==> config.mk <==
export PLATFORM = sky130hd
export DESIGN_NAME = byte_timer
export DESIGN_NICKNAME = d
export VERILOG_FILES = /design/src/rtl/tmr_pkg.sv /design/src/rtl/tmr_regs.sv /design/src/rtl/tmr_prescaler.sv /design/src/rtl/tmr_core.sv /design/src/rtl/byte_timer.sv
export SDC_FILE = /design/constraint.sdc
export NUM_CORES = 1
export LEC_CHECK = 0
export BUFFER_PORTS_ARGS = -buffer_cell sky130_fd_sc_hd__buf_4
export CELL_PAD_IN_SITES_DETAIL_PLACEMENT = 2
export CELL_PAD_IN_SITES_GLOBAL_PLACEMENT = 2
export CORE_MARGIN = 8
export CORE_UTILIZATION = 29
export DETAILED_ROUTE_END_ITERATION = 10
export GPL_ROUTABILITY_DRIVEN = 0
export GPL_TIMING_DRIVEN = 0
export PLACE_DENSITY_LB_ADDON = 0.15
export SYNTH_ARGS = -nofsm -noshare
export SYNTH_HDL_FRONTEND = slang
export SYNTH_SLANG_ARGS = --single-unit
==> constraint.sdc <==
create_clock -name clk -period 2 [get_ports clk]
set_input_delay 0.2 -clock clk [delete_from_list [all_inputs] [get_ports clk]]
set_output_delay 0.2 -clock clk [all_outputs]
set_load 0.01 [all_outputs]
==> src/rtl/tmr_pkg.sv <==
package tmr_pkg;

    parameter int unsigned ADDR_W = 20;
    parameter int unsigned DW     = 8;
    parameter int unsigned MAXDIV = 4;
    localparam int unsigned PH_W  = $clog2(MAXDIV);

    localparam logic [ADDR_W-1:0] A_COUNT = 20'hFFFF4;
    localparam logic [ADDR_W-1:0] A_MATCH = 20'hFFFF5;
    localparam logic [ADDR_W-1:0] A_CTRL  = 20'hFFFF6;
    localparam logic [ADDR_W-1:0] A_FLAG  = 20'hFFFF7;

    localparam logic [DW-1:0] FLAG_SET = {DW{1'b1}};
    localparam logic [DW-1:0] CNT_TOP  = {DW{1'b1}};

    typedef enum logic {MODE_FREE = 1'b0, MODE_MATCH = 1'b1} mode_e;

    typedef struct packed {
        logic [DW-5:0]   spare;
        logic [PH_W-1:0] div_code;
        mode_e           mode;
        logic            run;
    } ctrl_t;

    typedef struct packed {
        logic wr_count;
        logic wr_match;
        logic wr_ctrl;
        logic rd_flag;
    } dec_t;

    function automatic logic [PH_W-1:0] last_phase(input logic [PH_W-1:0] code);
        return code;
    endfunction

endpackage

==> src/rtl/tmr_regs.sv <==
module tmr_regs
    import tmr_pkg::*;
(
    input  logic              clk,
    input  logic              rst,
    input  logic [ADDR_W-1:0] addr,
    input  logic              wr,
    input  logic              rd,
    input  logic [DW-1:0]     wdata,
    input  logic [DW-1:0]     count_q,
    input  logic [DW-1:0]     flag_q,
    output ctrl_t             ctrl_q,
    output logic [DW-1:0]     match_q,
    output dec_t              dec,
    output logic              code_chg,
    output logic [DW-1:0]     rdata
);
    ctrl_t ctrl_in;

    always_comb begin
        dec.wr_count = wr && (addr == A_COUNT);
        dec.wr_match = wr && (addr == A_MATCH);
        dec.wr_ctrl  = wr && (addr == A_CTRL);
        dec.rd_flag  = rd && (addr == A_FLAG);
        ctrl_in          = ctrl_t'(wdata);
        ctrl_in.spare    = '0;
        code_chg         = dec.wr_ctrl && (ctrl_in.div_code != ctrl_q.div_code);
    end

    always_ff @(posedge clk) begin
        if (rst) begin
            ctrl_q  <= '0;
            match_q <= '0;
        end else begin
            if (dec.wr_ctrl)  ctrl_q  <= ctrl_in;
            if (dec.wr_match) match_q <= wdata;
        end
    end

    always_comb begin
        rdata = '0;
        if (rd) begin
            unique case (addr)
                A_COUNT: rdata = count_q;
                A_CTRL:  rdata = ctrl_q;
                A_FLAG:  rdata = flag_q;
                default: rdata = '0;
            endcase
        end
    end
endmodule

==> src/rtl/tmr_prescaler.sv <==
module tmr_prescaler
    import tmr_pkg::*;
(
    input  logic            clk,
    input  logic            rst,
    input  logic            run,
    input  logic [PH_W-1:0] div_code,
    input  logic            restart,
    output logic            tick
);
    logic [PH_W-1:0] phase_q;
    logic            at_end;

    assign at_end = (phase_q == last_phase(div_code));
    assign tick   = run && at_end && !restart;

    always_ff @(posedge clk) begin
        if (rst || restart || !run || at_end) phase_q <= '0;
        else                                   phase_q <= phase_q + 1'b1;
    end
endmodule

==> src/rtl/tmr_core.sv <==
module tmr_core
    import tmr_pkg::*;
(
    input  logic          clk,
    input  logic          rst,
    input  logic          tick,
    input  mode_e         mode,
    input  logic [DW-1:0] match_val,
    input  logic          load,
    input  logic [DW-1:0] load_val,
    input  logic          flag_rd,
    output logic [DW-1:0] count_q,
    output logic [DW-1:0] flag_q,
    output logic          evt
);
    logic hit;

    always_comb begin
        if (mode == MODE_MATCH) hit = (count_q == match_val);
        else                    hit = (count_q == CNT_TOP);
        evt = tick && !load && hit;
    end

    always_ff @(posedge clk) begin
        if (rst)       count_q <= '0;
        else if (load) count_q <= load_val;
        else if (evt)  count_q <= '0;
        else if (tick) count_q <= count_q + 1'b1;
    end

    always_ff @(posedge clk) begin
        if (rst)          flag_q <= '0;
        else if (evt)     flag_q <= FLAG_SET;
        else if (flag_rd) flag_q <= '0;
    end
endmodule

==> src/rtl/byte_timer.sv <==
module byte_timer
    import tmr_pkg::*;
(
    input  logic              clk,
    input  logic              rst,
    input  logic [ADDR_W-1:0] bus_addr,
    input  logic              bus_wr,
    input  logic              bus_rd,
    input  logic [DW-1:0]     bus_wdata,
    output logic [DW-1:0]     bus_rdata
);
    ctrl_t         ctrl_q;
    dec_t          dec;
    logic [DW-1:0] match_q;
    logic [DW-1:0] count_q;
    logic [DW-1:0] flag_q;
    logic          code_chg;
    logic          tick;
    logic          evt;

    tmr_regs u_regs (
        .clk(clk), .rst(rst), .addr(bus_addr), .wr(bus_wr), .rd(bus_rd),
        .wdata(bus_wdata), .count_q(count_q), .flag_q(flag_q),
        .ctrl_q(ctrl_q), .match_q(match_q), .dec(dec),
        .code_chg(code_chg), .rdata(bus_rdata)
    );

    tmr_prescaler u_pre (
        .clk(clk), .rst(rst), .run(ctrl_q.run), .div_code(ctrl_q.div_code),
        .restart(dec.wr_count || code_chg), .tick(tick)
    );

    tmr_core u_core (
        .clk(clk), .rst(rst), .tick(tick), .mode(ctrl_q.mode),
        .match_val(match_q), .load(dec.wr_count), .load_val(bus_wdata),
        .flag_rd(dec.rd_flag), .count_q(count_q), .flag_q(flag_q), .evt(evt)
    );
endmodule

==> impl_metrics.toml <==
[timing]
tightestPinTransition_ps = 943
clock_skew_ps = 5.99
slew_violations = 0
hold_ws_ps = 183
slew_headroom_pct = 36.8
setup_viol = 4
final_hold_viol_count = 0
finalWorstSetupSlack_ps = -50.2
rsz0062_at_grt = "true"
fin_crit_ps = 2050
fmax_ghz = 0.488
period_share_pct = 103

[clock_tree]
postCtsHoldBufs = 0
numCtsBuffers = 3
ctsRootBufferMaster = "clkbuf_8"
cts-htree-levels = 1
cts_tree = "done"
clk_pin_slew_ps = 90
clock_path_buffers = 2
clock_latency_ps = 270
clock_sinks = 23

[detailed_routing]
wl_mm = 5.88
routed-via-count = 1702
dr.pass1.iters = 4
drt.antenna.violating_nets = 0
drt_iter0_markers = 70
drc = 0
wire_per_inst_um = 18.1
vias_per_cell = 5.24

[pwr]
pwr-share-comb_pct = 10.4
p_int_mw = 0.644
power_mw = 0.847
p_sw_share_pct = 23.9
p_switching_mw = 0.203
leakage_nw = 0.850
p_seq_share_pct = 53.8
clockPowerShare_pct = 35.8
p_per_area_nw_per_um2 = 396
peakVddDrop_mv = 0.346

[yosys]
synth_cell_type_count = 45
synth_area_um2 = 1580
async_reset_ff_share_pct = 0
ys_warn_count = 0
ys_seq_area_share_pct = 29.1
syn_area_per_cell_um2 = 7.61
synth_top_area_cell = "dfxtp_1"
synthFlopType = "dfxtp_1"
ys_seq_elements = 23
synth-edff-count = 0
netlist.area_leader.share_pct = 29.1
syn-instance-count = 208
syn_nets = 241
synth_area_leaders = "dfxtp_1 29%, mux2i_1 10%, nor2_1 7.4%"

[floorplan]
io_pins = 40
core.rowCount = 27
initial_utilization_pct = 29.5
fp.dieW_um = 89.9
die-area_um2 = 8080
die_h_um = 89.9
core-area_um2 = 5370

[finish]
area_delta_synth_final_pct = 35.3
nNetsFinal = 287
final_common_cell = "buf_4"
diodes = 0
drive_above_1_share_pct = 27.3
layout_common_cells = "44 x buf_4, 30 x nor2_1, 20 x dfxtp_1"
final_cells = 325

[placement]
dp_slack_ps = -179
io_buffers = 37
placedCellCount = 317
post-dp-hpwl_mm = 4.45

[hold_path]
min_path_type = "in2reg"

[global_route]
track_usage_pct = 14.1
grt_max_degree = 13
grt_overflow = 0
grt_pass1_vias = 1866
grt_antenna_before_repair = 0
grt_pass1_wl_mm = 9.54

[worst_setup_path]
end_kind = "register"
worstPathMaxFanout = 4
critPathRequiredTime_ps = 2130
critical_path_class = "reg2reg"
start_kind = "register"
r2r_setup_slack_ps = -50
cp.arrival_ps = 2180

[status]
violations = "negative setup slack"
status = "complete, but fails checks"

[run]
maxCapViolCount = 0
-- sequential cells by signal, indices dropped and copies added (netlist names) --
name,cells
u_core.flag_q,1
u_regs.ctrl_q,4
u_core.count_q,8
u_pre.phase_q,2
u_regs.match_q,8
-- cell type report --
| cell class | instances | area, um2 |
|---|---|---|
| Tap cell | 72 | 90.1 |
| Buffer | 11 | 68.8 |
| Fill cell | 629 | 3230 |
| Sequential cell | 23 | 467 |
| Timing Repair Buffer | 44 | 330 |
| Multi-Input combinational cell | 166 | 1120 |
| Inverter | 5 | 22.5 |
| Clock buffer | 4 | 45.0 |
-- final timing paths --
path,startpoint,to,cells after the start
setup / recovery,u_regs.ctrl_q[1],u_core.count_q[2],7
hold / removal,bus_wdata[7],u_regs.match_q[7],3
setup reg to reg,u_regs.ctrl_q[1],u_core.count_q[2],7
hold reg to reg,u_pre.phase_q[0],u_pre.phase_q[0],1
-- kinds of logic after synthesis --
kind of cell	Yosys count	share of synthesized area [%]
flops	23	29.1
mux	16	10.1
simple gates	97	31.9
fa+ha+maj	1	0.790
xor+xnor	9	4.98
compound gates	43	18.4
buf+inv	19	4.74
-- worst max-delay path: stages, from the launching register on --
cell	delay, ps
dfxtp_2	340
buf_6	110
clkinvlp_4	140
o41ai_2	350
a31oi_1	130
or3_4	400
a311oi_1	310
a211oi_1	120
-- per-stage QoR --
step           instance area, um2  setup TNS [ps]  utilization (%)
4_1_cts                      2060           -28.6             38.4
3_3_place_gp                 1950           -1660             36.3
2_1_floorplan                1580               0                -
3_5_place_dp                 1950           -1800             36.3
6_report                     2140           -65.5             39.9
5_1_grt                      2140            -513             39.9
-- layer usage --
metal  routed length (um)  global-route usage [%]  up-vias
li1                     -                       -      845
met1                 2810                    17.2      834
met2                 2880                    25.1       21
met3                  168                    2.83        2
met4                   24                    2.08        0
met5                    0                       0        -
-- power by group through the flow --
stage / clock network (mW) / registers, mW / logic, mW
floorplan: 0 / 0.468 / 0.0258
global placement: 0 / 0.468 / 0.0860
detailed placement: 0 / 0.468 / 0.0880
CTS: 0.313 / 0.456 / 0.0883
global route: 0.331 / 0.456 / 0.0955
finish: 0.303 / 0.456 / 0.0879
-- Yosys cell counts, types with 4 or more instances --
library cell  number
a21oi_1           10
a31oi_1            5
and3_1             4
clkbuf_1          10
dfxtp_1           23
inv_1              5
mux2i_1           16
nand2_1           19
nand2b_1           5
nand3_1            7
nand4_1            7
nor2_1            31
nor3_1             4
o21a_1             5
o21ai_0            5
xnor2_1            5
xor2_1             4
-- timing repair --
item	CTS	global route
pin swaps	1	5
buffers inserted	2	5
gates resized for setup	16	14
setup endpoints to repair	8	7
(Power assumes the default switching activity.)
